**src/rtl/rate_det_pkg.sv**
```systemverilog
package rate_det_pkg;

  localparam int NUM_RATES = 6;
  localparam int CODE_W    = 3;

  typedef struct packed {
    logic restartMeas;
    logic loadReq;
    logic clrReq;
  } ctrlStrb_t;

  typedef enum logic [2:0] {
    ST_HUNT,
    ST_REQ,
    ST_GAP,
    ST_SETTLE,
    ST_LOCK,
    ST_ERR
  } seqState_t;

  // sample rate in units of 100 Hz, index 0..5 maps to codes 1..6
  function automatic int rateHecto(input int idx);
    case (idx)
      0:       return 441;
      1:       return 480;
      2:       return 882;
      3:       return 960;
      4:       return 1764;
      default: return 1920;
    endcase
  endfunction

  function automatic int nominalCount(input int refKhz, input int winPeriods, input int idx);
    return (refKhz * 10 * winPeriods) / rateHecto(idx);
  endfunction

  function automatic int windowLow(input int refKhz, input int winPeriods, input int idx);
    int n;
    n = nominalCount(refKhz, winPeriods, idx);
    return n - n / 50;
  endfunction

  function automatic int windowHigh(input int refKhz, input int winPeriods, input int idx);
    int n;
    n = nominalCount(refKhz, winPeriods, idx);
    return n + n / 50;
  endfunction

endpackage

```
**src/rtl/rate_meas_path.sv**
```systemverilog
module rate_meas_path
  import rate_det_pkg::*;
#(
  parameter int REF_KHZ     = 24576,
  parameter int WIN_PERIODS = 64,
  parameter int FLASH_W     = 22
) (
  input  logic              clk,
  input  logic              rstN,
  input  logic              lrclkIn,
  input  logic              ackIn,
  input  ctrlStrb_t         strb,
  output logic              measDone,
  output logic [CODE_W-1:0] measCode,
  output logic [CODE_W-1:0] reqCode,
  output logic              ackRise,
  output logic              flashBit,
  output logic              famSel,
  output logic [1:0]        mclkMult
);

  // slowest rate has the largest count
  localparam int MAX_HI = windowHigh(REF_KHZ, WIN_PERIODS, 0);
  localparam int CNT_W  = $clog2(MAX_HI + 2);
  localparam int PER_W  = (WIN_PERIODS > 1) ? $clog2(WIN_PERIODS) : 1;

  logic [2:0] lrSync;
  logic [2:0] ackSync;
  logic       lrRise;

  always_ff @(posedge clk or negedge rstN) begin
    if (!rstN) begin
      lrSync  <= '0;
      ackSync <= '0;
    end else begin
      lrSync  <= {lrSync[1:0], lrclkIn};
      ackSync <= {ackSync[1:0], ackIn};
    end
  end

  assign lrRise  = lrSync[1] & ~lrSync[2];
  assign ackRise = ackSync[1] & ~ackSync[2];

  logic [CNT_W-1:0]     refCnt;
  logic [CNT_W-1:0]     elapsed;
  logic [PER_W-1:0]     perCnt;
  logic                 armed;
  logic [NUM_RATES-1:0] inWin;
  logic [CODE_W-1:0]    winCode;

  assign elapsed = refCnt + 1'b1;

  generate
    for (genvar gi = 0; gi < NUM_RATES; gi++) begin : g_win
      localparam int LO = windowLow(REF_KHZ, WIN_PERIODS, gi);
      localparam int HI = windowHigh(REF_KHZ, WIN_PERIODS, gi);
      assign inWin[gi] = (elapsed >= CNT_W'(LO)) && (elapsed <= CNT_W'(HI));
    end
  endgenerate

  always_comb begin
    winCode = '0;
    for (int i = NUM_RATES - 1; i >= 0; i--) begin
      if (inWin[i]) winCode = CODE_W'(i + 1);
    end
  end

  always_ff @(posedge clk or negedge rstN) begin
    if (!rstN) begin
      armed    <= 1'b0;
      refCnt   <= '0;
      perCnt   <= '0;
      measDone <= 1'b0;
      measCode <= '0;
    end else begin
      measDone <= 1'b0;
      if (strb.restartMeas) begin
        armed  <= 1'b0;
        refCnt <= '0;
        perCnt <= '0;
      end else if (lrRise) begin
        if (!armed) begin
          armed  <= 1'b1;
          refCnt <= '0;
          perCnt <= '0;
        end else if (perCnt == PER_W'(WIN_PERIODS - 1)) begin
          refCnt   <= '0;
          perCnt   <= '0;
          measDone <= 1'b1;
          measCode <= winCode;
        end else begin
          perCnt <= perCnt + 1'b1;
          refCnt <= refCnt + 1'b1;
        end
      end else if (refCnt >= CNT_W'(MAX_HI)) begin
        // too slow or stopped: report no rate and re-arm
        armed    <= 1'b0;
        refCnt   <= '0;
        perCnt   <= '0;
        measDone <= 1'b1;
        measCode <= '0;
      end else begin
        refCnt <= refCnt + 1'b1;
      end
    end
  end

  always_ff @(posedge clk or negedge rstN) begin
    if (!rstN) begin
      reqCode <= '0;
    end else if (strb.clrReq) begin
      reqCode <= '0;
    end else if (strb.loadReq) begin
      reqCode <= measCode;
    end
  end

  logic [FLASH_W-1:0] flashCnt;

  always_ff @(posedge clk or negedge rstN) begin
    if (!rstN) flashCnt <= '0;
    else       flashCnt <= flashCnt + 1'b1;
  end

  assign flashBit = flashCnt[FLASH_W-1];

  always_comb begin
    famSel   = 1'b0;
    mclkMult = 2'd0;
    case (reqCode)
      3'd1: begin famSel = 1'b0; mclkMult = 2'd2; end
      3'd2: begin famSel = 1'b1; mclkMult = 2'd2; end
      3'd3: begin famSel = 1'b0; mclkMult = 2'd1; end
      3'd4: begin famSel = 1'b1; mclkMult = 2'd1; end
      3'd5: begin famSel = 1'b0; mclkMult = 2'd0; end
      3'd6: begin famSel = 1'b1; mclkMult = 2'd0; end
      default: begin famSel = 1'b0; mclkMult = 2'd0; end
    endcase
  end

endmodule

```
**src/rtl/rate_seq_ctrl.sv**
```systemverilog
module rate_seq_ctrl
  import rate_det_pkg::*;
#(
  parameter int QUAL_COUNT  = 3,
  parameter int SETTLE_WIN  = 4,
  parameter int ACK_TIMEOUT = 24576000,
  parameter int RETRY_GAP   = 2048
) (
  input  logic              clk,
  input  logic              rstN,
  input  logic              measDone,
  input  logic [CODE_W-1:0] measCode,
  input  logic [CODE_W-1:0] reqCode,
  input  logic              ackRise,
  input  logic              flashBit,
  output ctrlStrb_t         strb,
  output logic              irqN,
  output logic              muteOut,
  output logic              fifoEmptyOut,
  output logic              lockLed,
  output logic              errorOut
);

  localparam int TMR_MAX = (ACK_TIMEOUT > RETRY_GAP) ? ACK_TIMEOUT : RETRY_GAP;
  localparam int TMR_W   = $clog2(TMR_MAX + 1);
  localparam int SET_W   = $clog2(SETTLE_WIN + 1);
  localparam int AGR_W   = $clog2(QUAL_COUNT + 1);

  seqState_t         state, nxtState;
  logic [CODE_W-1:0] cand;
  logic [AGR_W-1:0]  agree, nextAgree;
  logic              qualNow;
  logic [TMR_W-1:0]  timer;
  logic [SET_W-1:0]  settleCnt;
  logic              retried;

  // qualification: consecutive identical measurement codes
  always_comb begin
    if (measCode == cand)
      nextAgree = (agree == AGR_W'(QUAL_COUNT)) ? agree : agree + 1'b1;
    else
      nextAgree = AGR_W'(1);
  end

  assign qualNow = measDone && (nextAgree == AGR_W'(QUAL_COUNT));

  always_ff @(posedge clk or negedge rstN) begin
    if (!rstN) begin
      cand  <= '0;
      agree <= '0;
    end else if (measDone) begin
      cand  <= measCode;
      agree <= nextAgree;
    end
  end

  always_comb begin
    nxtState = state;
    strb     = '0;
    case (state)
      ST_HUNT: begin
        if (qualNow && measCode != '0) begin
          nxtState     = ST_REQ;
          strb.loadReq = 1'b1;
        end
      end
      ST_REQ: begin
        if (ackRise) begin
          nxtState         = ST_SETTLE;
          strb.restartMeas = 1'b1;
        end else if (timer == TMR_W'(ACK_TIMEOUT - 1)) begin
          nxtState = retried ? ST_ERR : ST_GAP;
        end
      end
      ST_GAP: begin
        if (timer == TMR_W'(RETRY_GAP - 1)) nxtState = ST_REQ;
      end
      ST_SETTLE: begin
        if (measDone && settleCnt == SET_W'(SETTLE_WIN - 1)) begin
          if (measCode == reqCode) begin
            nxtState = ST_LOCK;
          end else begin
            nxtState    = ST_HUNT;
            strb.clrReq = 1'b1;
          end
        end
      end
      ST_LOCK, ST_ERR: begin
        if (qualNow && measCode != reqCode) begin
          if (measCode == '0) begin
            nxtState    = ST_HUNT;
            strb.clrReq = 1'b1;
          end else begin
            nxtState     = ST_REQ;
            strb.loadReq = 1'b1;
          end
        end
      end
      default: nxtState = ST_HUNT;
    endcase
  end

  always_ff @(posedge clk or negedge rstN) begin
    if (!rstN) begin
      state     <= ST_HUNT;
      timer     <= '0;
      settleCnt <= '0;
      retried   <= 1'b0;
    end else begin
      state <= nxtState;

      if (nxtState != state)
        timer <= '0;
      else if (state == ST_REQ || state == ST_GAP)
        timer <= timer + 1'b1;

      if (state != ST_SETTLE)
        settleCnt <= '0;
      else if (measDone)
        settleCnt <= settleCnt + 1'b1;

      if (nxtState == ST_GAP)
        retried <= 1'b1;
      else if (nxtState == ST_REQ && state != ST_REQ && state != ST_GAP)
        retried <= 1'b0;
    end
  end

  logic pending;
  assign pending = (state == ST_REQ) || (state == ST_GAP) ||
                   (state == ST_SETTLE) || (state == ST_ERR);

  assign irqN         = (state != ST_REQ);
  assign muteOut      = (state != ST_LOCK);
  assign fifoEmptyOut = pending;
  assign lockLed      = (state == ST_LOCK) | (pending & flashBit);
  assign errorOut     = (state == ST_ERR);

endmodule

```
**src/rtl/i2s_rate_switch.sv**
```systemverilog
module i2s_rate_switch
  import rate_det_pkg::*;
#(
  parameter int REF_KHZ     = 24576,
  parameter int WIN_PERIODS = 64,
  parameter int QUAL_COUNT  = 3,
  parameter int SETTLE_WIN  = 4,
  parameter int ACK_TIMEOUT = 24576000,
  parameter int RETRY_GAP   = 2048,
  parameter int FLASH_W     = 22
) (
  input  logic       clk,
  input  logic       rstN,
  input  logic       lrclkIn,
  input  logic       ackIn,
  output logic       irqN,
  output logic       muteOut,
  output logic       fifoEmptyOut,
  output logic       lockLed,
  output logic       errorOut,
  output logic [2:0] rateCode,
  output logic       famSel,
  output logic [1:0] mclkMult
);

  ctrlStrb_t         strb;
  logic              measDone;
  logic [CODE_W-1:0] measCode;
  logic [CODE_W-1:0] reqCode;
  logic              ackRise;
  logic              flashBit;

  rate_meas_path #(
    .REF_KHZ    (REF_KHZ),
    .WIN_PERIODS(WIN_PERIODS),
    .FLASH_W    (FLASH_W)
  ) path_i (
    .clk     (clk),
    .rstN    (rstN),
    .lrclkIn (lrclkIn),
    .ackIn   (ackIn),
    .strb    (strb),
    .measDone(measDone),
    .measCode(measCode),
    .reqCode (reqCode),
    .ackRise (ackRise),
    .flashBit(flashBit),
    .famSel  (famSel),
    .mclkMult(mclkMult)
  );

  rate_seq_ctrl #(
    .QUAL_COUNT (QUAL_COUNT),
    .SETTLE_WIN (SETTLE_WIN),
    .ACK_TIMEOUT(ACK_TIMEOUT),
    .RETRY_GAP  (RETRY_GAP)
  ) ctrl_i (
    .clk         (clk),
    .rstN        (rstN),
    .measDone    (measDone),
    .measCode    (measCode),
    .reqCode     (reqCode),
    .ackRise     (ackRise),
    .flashBit    (flashBit),
    .strb        (strb),
    .irqN        (irqN),
    .muteOut     (muteOut),
    .fifoEmptyOut(fifoEmptyOut),
    .lockLed     (lockLed),
    .errorOut    (errorOut)
  );

  assign rateCode = reqCode;

endmodule

```
**config.mk**
```make
export PLATFORM = sky130hd
export DESIGN_NAME = i2s_rate_switch
export DESIGN_NICKNAME = d
export VERILOG_FILES = /design/src/rtl/rate_det_pkg.sv /design/src/rtl/rate_meas_path.sv /design/src/rtl/rate_seq_ctrl.sv /design/src/rtl/i2s_rate_switch.sv
export SDC_FILE = /design/constraint.sdc
export NUM_CORES = 1
export LEC_CHECK = 0
export ABC_CLOCK_PERIOD_IN_PS = 3600
export BUFFER_PORTS_ARGS = -buffer_cell sky130_fd_sc_hd__buf_2
export CORE_MARGIN = 4
export CORE_UTILIZATION = 63
export CTS_CLUSTER_DIAMETER = 40
export DETAILED_ROUTE_END_ITERATION = 10
export MAX_ROUTING_LAYER = met4
export PLACE_DENSITY = 0.8
export SKIP_LAST_GASP = 1
export SLEW_MARGIN = 20
export SYNTH_ARGS = -nofsm -noshare
export SYNTH_HDL_FRONTEND = slang
export SYNTH_SLANG_ARGS = --single-unit
```
**constraint.sdc**
```tcl
create_clock -name clk -period 3.6 [get_ports clk]
set_clock_uncertainty 0.1 [all_clocks]
set_input_delay 0.72 -clock clk [delete_from_list [all_inputs] [get_ports clk]]
set_output_delay 0.72 -clock clk [all_outputs]
set_load 0.02 [all_outputs]
```
==> flow_summary.yaml <==
route:
  drt-met1-wl_um: 5260
  maxUsedRoutingLayer: "met4"
  route.detailed.drc: 0
  drtIter0Drc: 294
  firstDrtPassIters: 5
  wl_met3_um: 530
  wl_per_cell_um: 16.1
  dr_wl_met2_um: 5840
  dr_total_vias: 4547
  wirelength_um: 11900
  vias_per_cell: 6.15
  ant_nets: 0
logic_synthesis:
  synth_top_family_by_area: "simple AND/OR/NAND/NOR gates"
  syn_inst: 621
  avgSynthCellArea_um2: 9.15
  synthMuxAreaShare_pct: 1.87
  synth_adder_area_share_pct: 2.20
  synth_xor_area_share_pct: 11.9
  synthFlopType: "dfrtp_1"
  synth_cell_type_count: 73
  synth-seq-area-share_pct: 41.8
  synth_compound_area_share_pct: 11.4
  synth-simple-area-share_pct: 26.6
  yosys_warnings: 0
  synth_area_um2: 5680
  synth_edf_count: 0
  syn-num-nets: 635
  synth.ff_latch_count: 95
  synthArstFlopShare_pct: 100
clocking:
  post_cts_buffers: 0
  cts_hold_buffers: 0
  clkTransAtPathRegs_ps: 100
  ctsResizeCount: 0
  cts_tree: "built"
  cts-root-buf: "clkbuf_8"
  clock-sinks: 95
  cts_inserted_buffers: 9
  clk-insertion-delay-late_ps: 360
  clk_path_buf_depth: 2
  cts_max_level: 3
outcome:
  status: "completed"
sta:
  rsz0062_at_grt: "no"
  slew_viol_final: 0
  setup-violations-final: 0
  worstMarginPinSlew_ps: 746
  setup_tns_ps: 0
  hold_viol_final: 0
  timing.hold.ws_ps: 273
  setup_ws_ps: 354
  slew_headroom_pct: 49.9
  fin_crit_ps: 3250
  timing.fmax_ghz: 0.308
  finalCritPeriodShare_pct: 90.2
pwr:
  leakage_nw: 2.61
  p_per_area_nw_per_um2: 378
  irDropWorstVdd_v: 0.000360
place:
  portBuffers: 14
  place_ws_ps: 404
  gp_congestion: 1.01
  placed_area_um2: 5800
  dpl.hpwl_um: 8860
setup_path:
  path_max_fanout: 14
  cpPeakStageDelay_ps: 610
  crit_buf_inv: 0
  r2r-start: "path_i.refCnt[1]$_DFF_PN0_"
  arrival_ps: 3440
  crit_chain: "ha_1, nand4_4, nor4_4, mux2_2, o21ai_1, nand2_1, or4b_1, nand4b_1, a32o_2"
  cp_top_family: "simple AND/OR/NAND/NOR gates"
  crit_required_ps: 3800
  cp-end-kind: "register"
  critPathLaunch: "path_i.refCnt[1]$_DFF_PN0_"
  cp-start-kind: "register"
  cp_slowest_cell: "dfrtp_1"
  worst-setup-path-type: "register to register"
finish:
  final_common_cell: "nor2_1"
  diodes: 0
  postLayoutCellArea_um2: 6000
  final_nets: 640
  area_delta_synth_final_pct: 5.48
  fill_cells: 689
  final_cell_mix: "nor2_1 (98), dfrtp_1 (95), nand2_1 (53), xnor2_1 (48), nand3_1 (32)"
  drive_gt1_share_pct: 11.1
grt:
  grt_overflow_total: 0
  grt_pass1_vias: 4326
  antenna_found_initial: 0
  grt_max_degree: 53
  grt_pass1_wl_um: 20500
  track_usage_pct: 24.9
floorplan:
  dieArea_um2: 10600
  coreArea_um2: 8760
  die_x_um: 103
  ios: 15
  rows: 34
  start_util_pct: 64.9
  die_h_um: 103
min_path:
  hold_path.class: "primary input to async pin"
job:
  drv_cap: 0
## Yosys cell counts, types with 3 or more instances
| cell type | number | area, um^2 |
|---|---|---|
| clkbuf_1 | 12 | 45.0 |
| o21ai_0 | 17 | 85.1 |
| or3_1 | 3 | 18.8 |
| o31ai_1 | 3 | 22.5 |
| inv_1 | 17 | 63.8 |
| nand4_1 | 24 | 150 |
| mux2_2 | 4 | 45.0 |
| nor4_1 | 8 | 50.1 |
| ha_1 | 10 | 125 |
| nor4_2 | 6 | 75.1 |
| o211ai_1 | 4 | 30.0 |
| and2_1 | 5 | 31.3 |
| dfrtp_1 | 95 | 2380 |
| a211oi_1 | 4 | 30.0 |
| a22o_1 | 3 | 26.3 |
| o22ai_1 | 3 | 18.8 |
| buf_2 | 8 | 40.0 |
| buf_6 | 3 | 33.8 |
| nor3_1 | 12 | 60.1 |
| nand2_1 | 53 | 199 |
| nand3_1 | 32 | 160 |
| o21ai_1 | 5 | 25.0 |
| xor2_1 | 24 | 210 |
| a21o_1 | 3 | 22.5 |
| buf_4 | 7 | 52.6 |
| o21bai_1 | 4 | 30.0 |
| nor2b_1 | 4 | 25.0 |
| and4_1 | 3 | 26.3 |
| mux2i_1 | 5 | 50.1 |
| a211o_1 | 4 | 35.0 |
| nand2b_1 | 9 | 56.3 |
| and3_1 | 12 | 75.1 |
| xnor2_1 | 48 | 420 |
| a21oi_1 | 20 | 100 |
| nor2_1 | 98 | 368 |
## layout make-up
cell class | count | area [um^2] | area share, %
Timing Repair Buffer | 25 | 155 | 2.59
Sequential cell | 95 | 2380 | 39.6
Tap cell | 108 | 135 | 2.25
Clock buffer | 10 | 128 | 2.13
Inverter | 17 | 63.8 | 1.06
Multi-Input combinational cell | 478 | 3070 | 51.1
Clock inverter | 6 | 70.1 | 1.17
## flip-flops by register name, summed over array words and instances, names as in the netlist
signal / flops
ctrl_i.agree: 2
ctrl_i.cand: 3
ctrl_i.retried: 1
ctrl_i.settleCnt: 3
ctrl_i.state: 3
ctrl_i.timer: 25
path_i.ackSync: 3
path_i.armed: 1
path_i.flashCnt: 22
path_i.lrSync: 3
path_i.measCode: 3
path_i.measDone: 1
path_i.perCnt: 6
path_i.refCnt: 16
path_i.reqCode: 3
## metrics by stage
step                std cells  power (mW)  util, %
floorplan                 621        1.47        -
CTS                       739        2.28     68.4
global placement          723        1.57     66.2
finish                    739        2.27     68.4
detailed placement        723        1.58     66.2
global route              739        2.39     68.4
## power by group
group          total (mW)  switching [mW]  internal [mW]
clock network       0.705           0.379          0.326
registers            1.16          0.0594           1.10
logic               0.402           0.271          0.132
## cell families after synthesis
| group | after synthesis |
|---|---|
| buffers and inverters | 48 |
| AO/OA/AOI/OAI | 94 |
| flip-flops | 95 |
| adder cells (fa/ha/maj) | 10 |
| AND/OR/NAND/NOR | 290 |
| XOR/XNOR | 74 |
| multiplexers | 10 |
## final timing paths
check,slack (ps),endpoint,cells after the start
setup / recovery,350,path_i.measCode[1]$_DFFE_PN0P_,9
setup reg to reg,350,path_i.measCode[1]$_DFFE_PN0P_,9
hold reg to reg,280,path_i.ackSync[1]$_DFF_PN0_,0
min in group clk,280,path_i.ackSync[1]$_DFF_PN0_,0
hold / removal,270,ctrl_i.agree[0]$_DFFE_PN0P_,1
max in group asynchronous,2330,path_i.flashCnt[21]$_DFF_PN0_,2
## routing by layer
metal  up-vias  track usage [%]
met3        28             4.47
met5         -                -
met4         0             7.67
li1       2193                -
met2       119             40.1
met1      2207             32.1
Power figures use the tool's default switching activity.
